--- src/rtl/rcg_pkg.sv ---
package rcg_pkg;

  typedef enum logic [1:0] {
    KIND_READ  = 2'd0,
    KIND_ACT   = 2'd1,
    KIND_WRITE = 2'd2,
    KIND_PRE   = 2'd3
  } cmd_kind_e;

  typedef enum logic [2:0] {
    WHY_NONE = 3'd0,
    WHY_FAW  = 3'd1,
    WHY_RRD  = 3'd2,
    WHY_WWD  = 3'd3,
    WHY_WAD  = 3'd4,
    WHY_AWD  = 3'd5
  } stall_why_e;

  // number of spacing rules, in tie order (index i reports code i+1)
  localparam int unsigned NUM_RULES = 5;

  function automatic int unsigned max2(input int unsigned a, input int unsigned b);
    return (a > b) ? a : b;
  endfunction

  // cycles still to wait given an age since the last event and a limit
  function automatic int unsigned wait_left(input int unsigned age, input int unsigned lim);
    return (age >= lim) ? 0 : (lim - age);
  endfunction

endpackage

--- src/rtl/rcg_age_ctr.sv ---
module rcg_age_ctr #(
  parameter int unsigned MAXV = 20,
  parameter int unsigned W    = 5
) (
  input  logic         clk,
  input  logic         rst_n,
  input  logic         hit,
  output logic [W-1:0] age
);
  localparam logic [W-1:0] SAT = W'(MAXV);

  // age counts cycles since the last hit; saturated means "long ago"
  always_ff @(posedge clk or negedge rst_n) begin
    if (!rst_n)          age <= SAT;
    else if (hit)        age <= W'(1);
    else if (age != SAT) age <= age + W'(1);
  end

  assert_age_bounded_R10: assert property (@(posedge clk) disable iff (!rst_n)
    (age != '0) && (age <= SAT));

  assert_age_restart_R8: assert property (@(posedge clk) disable iff (!rst_n)
    hit |=> (age == W'(1)));

endmodule

--- src/rtl/rcg_faw_window.sv ---
module rcg_faw_window #(
  parameter int unsigned DEPTH = 4,
  parameter int unsigned MAXV  = 20,
  parameter int unsigned W     = 5
) (
  input  logic         clk,
  input  logic         rst_n,
  input  logic         push,
  output logic [W-1:0] oldest_age
);
  localparam logic [W-1:0] SAT = W'(MAXV);

  logic [W-1:0] ent [DEPTH];

  function automatic logic [W-1:0] bump(input logic [W-1:0] a);
    return (a == SAT) ? a : a + W'(1);
  endfunction

  // ent[0] is the youngest activation's age, ent[DEPTH-1] the oldest kept
  always_ff @(posedge clk or negedge rst_n) begin
    if (!rst_n) ent[0] <= SAT;
    else        ent[0] <= push ? W'(1) : bump(ent[0]);
  end

  for (genvar i = 1; i < DEPTH; i++) begin : g_slot
    always_ff @(posedge clk or negedge rst_n) begin
      if (!rst_n) ent[i] <= SAT;
      else        ent[i] <= push ? bump(ent[i-1]) : bump(ent[i]);
    end

    assert_slot_order_R1: assert property (@(posedge clk) disable iff (!rst_n)
      ent[i-1] <= ent[i]);
  end

  assign oldest_age = ent[DEPTH-1];

endmodule

--- src/rtl/rcg_pick.sv ---
module rcg_pick #(
  parameter int unsigned N     = 5,
  parameter int unsigned W     = 5,
  parameter int unsigned IDX_W = 3
) (
  input  logic                 clk,
  input  logic                 rst_n,
  input  logic [N-1:0][W-1:0]  rem,
  output logic [IDX_W-1:0]     win,
  output logic [W-1:0]         best
);
  // strictly greater replaces: lowest index wins a tie
  always_comb begin
    win  = '0;
    best = '0;
    for (int i = 0; i < N; i++) begin
      if (rem[i] > best) begin
        best = rem[i];
        win  = IDX_W'(i);
      end
    end
  end

  for (genvar j = 0; j < N; j++) begin : g_chk
    assert_pick_max_R7: assert property (@(posedge clk) disable iff (!rst_n)
      best >= rem[j]);
  end

endmodule

--- src/rtl/rank_cmd_guard.sv ---
module rank_cmd_guard
  import rcg_pkg::*;
#(
  parameter int unsigned NUM_BANKS = 6,
  parameter int unsigned T_FAW     = 20,
  parameter int unsigned T_RRD     = 4,
  parameter int unsigned T_WWD     = 6,
  parameter int unsigned T_WAD     = 5,
  parameter int unsigned T_AWD     = 3,
  parameter int unsigned FAW_ACTS  = 4,
  localparam int unsigned BANK_W   = (NUM_BANKS > 1) ? $clog2(NUM_BANKS) : 1
) (
  input  logic              clk,
  input  logic              rst_n,
  input  logic              cmd_valid,
  input  logic [1:0]        cmd_kind,
  input  logic [BANK_W-1:0] cmd_bank,
  output logic              cmd_ready,
  output logic [2:0]        stall_why
);
  localparam int unsigned TMAX  = max2(max2(max2(T_FAW, T_RRD), max2(T_WWD, T_WAD)), T_AWD);
  localparam int unsigned CNT_W = $clog2(TMAX + 1);
  localparam int unsigned IDX_W = $clog2(NUM_RULES);

  cmd_kind_e kind;
  assign kind = cmd_kind_e'(cmd_kind);

  logic fire, act_fire, wr_fire;
  assign fire     = cmd_valid && cmd_ready;
  assign act_fire = fire && (kind == KIND_ACT);
  assign wr_fire  = fire && (kind == KIND_WRITE);

  logic [CNT_W-1:0] act_age, wr_age, faw_age;

  rcg_age_ctr #(.MAXV(TMAX), .W(CNT_W)) u_act_age (
    .clk(clk), .rst_n(rst_n), .hit(act_fire), .age(act_age));

  rcg_age_ctr #(.MAXV(TMAX), .W(CNT_W)) u_wr_age (
    .clk(clk), .rst_n(rst_n), .hit(wr_fire), .age(wr_age));

  rcg_faw_window #(.DEPTH(FAW_ACTS), .MAXV(TMAX), .W(CNT_W)) u_faw (
    .clk(clk), .rst_n(rst_n), .push(act_fire), .oldest_age(faw_age));

  // remaining wait per rule, masked by whether the rule applies to the kind
  logic [NUM_RULES-1:0][CNT_W-1:0] rem;
  logic is_act, is_wr;
  assign is_act = (kind == KIND_ACT);
  assign is_wr  = (kind == KIND_WRITE);

  always_comb begin
    rem[0] = is_act ? CNT_W'(wait_left(32'(faw_age), T_FAW)) : '0;
    rem[1] = is_act ? CNT_W'(wait_left(32'(act_age), T_RRD)) : '0;
    rem[2] = is_wr  ? CNT_W'(wait_left(32'(wr_age),  T_WWD)) : '0;
    rem[3] = is_act ? CNT_W'(wait_left(32'(wr_age),  T_WAD)) : '0;
    rem[4] = is_wr  ? CNT_W'(wait_left(32'(act_age), T_AWD)) : '0;
  end

  logic [IDX_W-1:0] win;
  logic [CNT_W-1:0] best;

  rcg_pick #(.N(NUM_RULES), .W(CNT_W), .IDX_W(IDX_W)) u_pick (
    .clk(clk), .rst_n(rst_n), .rem(rem), .win(win), .best(best));

  logic act_ok, wr_ok;
  assign act_ok = (32'(faw_age) >= T_FAW) && (32'(act_age) >= T_RRD) && (32'(wr_age) >= T_WAD);
  assign wr_ok  = (32'(wr_age) >= T_WWD) && (32'(act_age) >= T_AWD);

  always_comb begin
    unique case (kind)
      KIND_ACT:   cmd_ready = act_ok;
      KIND_WRITE: cmd_ready = wr_ok;
      default:    cmd_ready = 1'b1;
    endcase
  end

  assign stall_why = (best == '0) ? WHY_NONE : 3'(32'(win) + 1);

  // ---- assertions ----
  assert_ready_matches_wait_R7: assert property (@(posedge clk) disable iff (!rst_n)
    cmd_ready == (stall_why == 3'd0));

  assert_passthru_kinds_R6: assert property (@(posedge clk) disable iff (!rst_n)
    (!is_act && !is_wr) |-> (cmd_ready && stall_why == 3'd0));

  assert_bank_in_range_R9: assert property (@(posedge clk) disable iff (!rst_n)
    cmd_valid |-> (32'(cmd_bank) < NUM_BANKS));

  if (T_RRD > 1) begin : g_rrd_chk
    assert_act_spacing_R2: assert property (@(posedge clk) disable iff (!rst_n)
      act_fire |=> !act_ok);
  end
  if (T_WWD > 1) begin : g_wwd_chk
    assert_write_spacing_R3: assert property (@(posedge clk) disable iff (!rst_n)
      wr_fire |=> !wr_ok);
  end
  if (T_WAD > 1) begin : g_wad_chk
    assert_write_then_act_R4: assert property (@(posedge clk) disable iff (!rst_n)
      wr_fire |=> !act_ok);
  end
  if (T_AWD > 1) begin : g_awd_chk
    assert_act_then_write_R5: assert property (@(posedge clk) disable iff (!rst_n)
      act_fire |=> !wr_ok);
  end

endmodule

--- config.mk ---
export PLATFORM = sky130hd
export DESIGN_NAME = rank_cmd_guard
export DESIGN_NICKNAME = d
export VERILOG_FILES = /design/src/rtl/rcg_pkg.sv /design/src/rtl/rcg_age_ctr.sv /design/src/rtl/rcg_faw_window.sv /design/src/rtl/rcg_pick.sv /design/src/rtl/rank_cmd_guard.sv
export SDC_FILE = /design/constraint.sdc
export NUM_CORES = 1
export LEC_CHECK = 0
export BUFFER_PORTS_ARGS = -buffer_cell sky130_fd_sc_hd__buf_2
export CELL_PAD_IN_SITES_DETAIL_PLACEMENT = 0
export CELL_PAD_IN_SITES_GLOBAL_PLACEMENT = 1
export CORE_AREA = 2 2 64 97
export DETAILED_ROUTE_END_ITERATION = 12
export DIE_AREA = 0 0 66 99
export PLACE_DENSITY = 0.94
export SYNTH_ARGS = -nofsm -noshare
export SYNTH_HDL_FRONTEND = slang
export SYNTH_SLANG_ARGS = --single-unit
--- constraint.sdc ---
create_clock -name clk -period 16.7 [get_ports clk]
set_clock_uncertainty 0.2 [all_clocks]
set_input_delay 1.67 -clock clk [delete_from_list [all_inputs] [get_ports clk]]
set_output_delay 1.67 -clock clk [all_outputs]
set_load 0.01 [all_outputs]
==> flow_metrics.env <==
export IMPL_netlist_top_cells_count="ha_1 (42), nor2_1 (39), inv_1 (30)"
export IMPL_drc=0
export IMPL_drv_cap=0
export IMPL_slew_violations=0
export IMPL_dpl_cell_area_sq_mm=0.00298
export IMPL_die_x_microns=66
export IMPL_row_count=34
export IMPL_synthFlopType="dfrtp_1"
export IMPL_synth_top_cells_by_area="ha_1 (18%), dfrtp_1 (16%), dfstp_2 (11%)"
export IMPL_hpwl_microns=4730
export IMPL_reg2regPathDepth=8
export IMPL_critical_path_startpoint_type="input port"
export IMPL_synth_area_sq_mm=0.00288
export IMPL_grt_max_degree=31
export IMPL_synth_edf_count=0
export IMPL_crit_family="compound AO/OA/AOI/OAI gates"
export IMPL_r2r_start="u_act_age.age[2]"
export IMPL_worst_path_buf_inv=5
export IMPL_synthCells=338
export IMPL_post_cts_repair_setup_buffers=0
export IMPL_crit_path_start="cmd_kind[1]"
export IMPL_yosysMostFrequentCell="ha_1"
export IMPL_hold_viol_final=0
export IMPL_ios=12
export IMPL_timing_final_crit_share_pct=66.3
export IMPL_cts_hold_buf=0
export IMPL_avgSynthCellArea_sq_um=8.51
export IMPL_drtIter0Drc=58
export IMPL_min_path_type="flip-flop to flip-flop"
export IMPL_utilization_pct=53.9
export IMPL_crit_type="input port to output port"
export IMPL_clk_path_buf_depth=2
export IMPL_worstPathArrival_ps=9200
export IMPL_fmax_ghz=0.0903
export IMPL_globalRouteTotalUtil_pct=19.8
export IMPL_reg2reg_slack_ps=13670
export IMPL_finalCriticalPeriod_ps=11070
export IMPL_r2r_end="u_faw.ent[5]"
export IMPL_cp_slowest_stage_delay_ps=610
export IMPL_htreeDepth=2
export IMPL_ctsRootBufferMaster="clkbuf_8"
export IMPL_required_ps=14830
export IMPL_grt_pass1_wl_microns=10200
export IMPL_yosysSeqAreaShare_pct=26.6
export IMPL_ant_nets=0
export IMPL_core_sq_mm=0.00570
export IMPL_nNetsFinal=400
export IMPL_vias=2328
export IMPL_switching_share_pct=48.1
export IMPL_cts_sinks=30
export IMPL_peakVddDrop_mv=0.0992
export IMPL_dr_pass1_iters=4
export IMPL_path_clk_slew_ps=60
export IMPL_rsz0062_at_grt="false"
export IMPL_clk_latency_ps=280
export IMPL_crit_fanout=11
export IMPL_fp_dieH_microns=99
export IMPL_crit_cells=34
export IMPL_cts_buffers=5
export IMPL_cts_tree="built"
export IMPL_setup_violations=0
export IMPL_cts_resized_gates=0
export IMPL_drive_gt1_share_pct=10.8
export IMPL_routed_wl_microns=5720
export IMPL_route_detailed_wl_per_inst_microns=13.5
export IMPL_ys_types=49
export IMPL_p_leak_nw=1.47
export IMPL_synth_largest_area_cell="ha_1"
export IMPL_relSlewSlack_pct=55.5
export IMPL_via_per_inst=5.50
export IMPL_critPathCaptureType="output port"
export IMPL_synth_yosys_warnings=0
export IMPL_grt_pass1_vias=2339
export IMPL_final_area_sq_mm=0.00307
export IMPL_clkPwrFrac_pct=8.3
export IMPL_io_buffers=8
export IMPL_fin_setup_tns_ps=0
export IMPL_power_switching_mw=0.335
export IMPL_die_area_sq_mm=0.00653
export IMPL_min_delay_start="u_act_age.age[4]"
export IMPL_worst_slew_pin_slew_ps=668
export IMPL_power_frac_seq_pct=25.3
export IMPL_ys_ff_latch=30
export IMPL_crit_slowest_cell="a2111oi_0"
export IMPL_crit_top_cell="ha_1"
export IMPL_synth_top_area_share_pct=18.3
export IMPL_comb_power_share_pct=66.3
export IMPL_n_antenna_cell=0
export IMPL_gp_congestion=0.836
export IMPL_p_int_mw=0.361
export IMPL_outcome="completed"
export IMPL_powerDensity_mw_per_mm2=227
export IMPL_syn2layout_area_growth_pct=6.88
export IMPL_async_flop_share_pct=100
export IMPL_cp_endpoint="stall_why[0]"
export IMPL_gr_total_overflow=0
export IMPL_antenna_found_initial=0
export IMPL_initial_utilization_pct=50.4
[final cells by class]
class,instances,area [sq um]
tap,72,90.1
clock buffer,7,86.3
multi-input combinational,275,1970
fill,578,2630
clock inverter,1,5.00
timing repair buffer,8,40.0
inverter,30,113
sequential,30,766
[routing by layer]
layer | track usage (%) | part of all wire, % | vias up
met3 | 3.31 | 1.6 | 16
li1 | - | - | 1208
met4 | 8.95 | 3.3 | 0
met1 | 20.8 | 40 | 1076
met5 | 0 | 0 | -
met2 | 37.2 | 55 | 28
[worst min-delay path, cell delays in order (launching register included)]
cell      delay, ps
dfstp_2         400
a21oi_1         120
a211oi_1         60
[cell families (layout without fill, tap and decap cells)]
family,Yosys count,in the layout,share of synthesized area [%]
buffers and inverters,36,46,5.13
DFF,30,30,26.6
other,1,4,0.130
AOI/OAI and AO/OA,75,75,17.5
muxes,13,13,4.57
xor gates and xnor gates,23,23,7.01
adders and majority gates,42,42,18.3
and+or+nand+nor,118,118,20.7
[cell usage in the layout, fill, tap and decap left out, types with 2 or more instances in the layout]
cell type	n
and2_1	5
dfrtp_1	18
nand3_1	17
o211ai_1	2
xnor2_1	14
dfstp_2	12
nor2b_1	6
a211oi_1	6
conb_1	4
xor2_1	9
and3_1	6
a21oi_1	23
ha_1	42
a21o_1	6
mux2i_1	12
o21ai_0	14
buf_2	8
o31ai_1	3
nor4_2	2
a221oi_1	2
nor2_1	39
clkbuf_8	6
nand4b_1	3
nand4_1	4
o21a_1	5
nand2_1	25
inv_1	30
a31oi_1	2
nand2b_1	3
o22ai_1	3
[state kept, by name (all words and copies together) (netlist names)]
signal	cells
u_wr_age.age	5
u_faw.ent	15
u_faw.oldest_age	5
u_act_age.age	5
[worst min path at each step]
stage | to | cells past startpoint
floorplan | u_act_age.age[4] | 2
global placement | u_act_age.age[4] | 2
detailed placement | u_act_age.age[4] | 2
CTS | u_act_age.age[4] | 2
global route | u_act_age.age[4] | 2
finish | u_act_age.age[4] | 2
[metrics by stage]
stage / worst slack [ps] / cells / total power, mW / hold WS, ps
after floorplan: 6890 / 341 / 0.535 / 348
after global placement: 5750 / 415 / 0.625 / 372
after detailed placement: 5580 / 415 / 0.641 / 376
after CTS: 5560 / 423 / 0.703 / 384
after global routing: 4890 / 423 / 0.776 / 424
final: 5630 / 423 / 0.696 / 386
[power groups by stage]
stage                     registers (mW)  clock network [mW]  logic [mW]
after global routing               0.183              0.0637       0.529
after floorplan                    0.159                   0       0.375
after global placement             0.174                   0       0.451
after CTS                          0.176              0.0597       0.467
final                              0.176              0.0580       0.462
after detailed placement           0.176                   0       0.465
No activity file was read; power rests on OpenSTA's default activity.
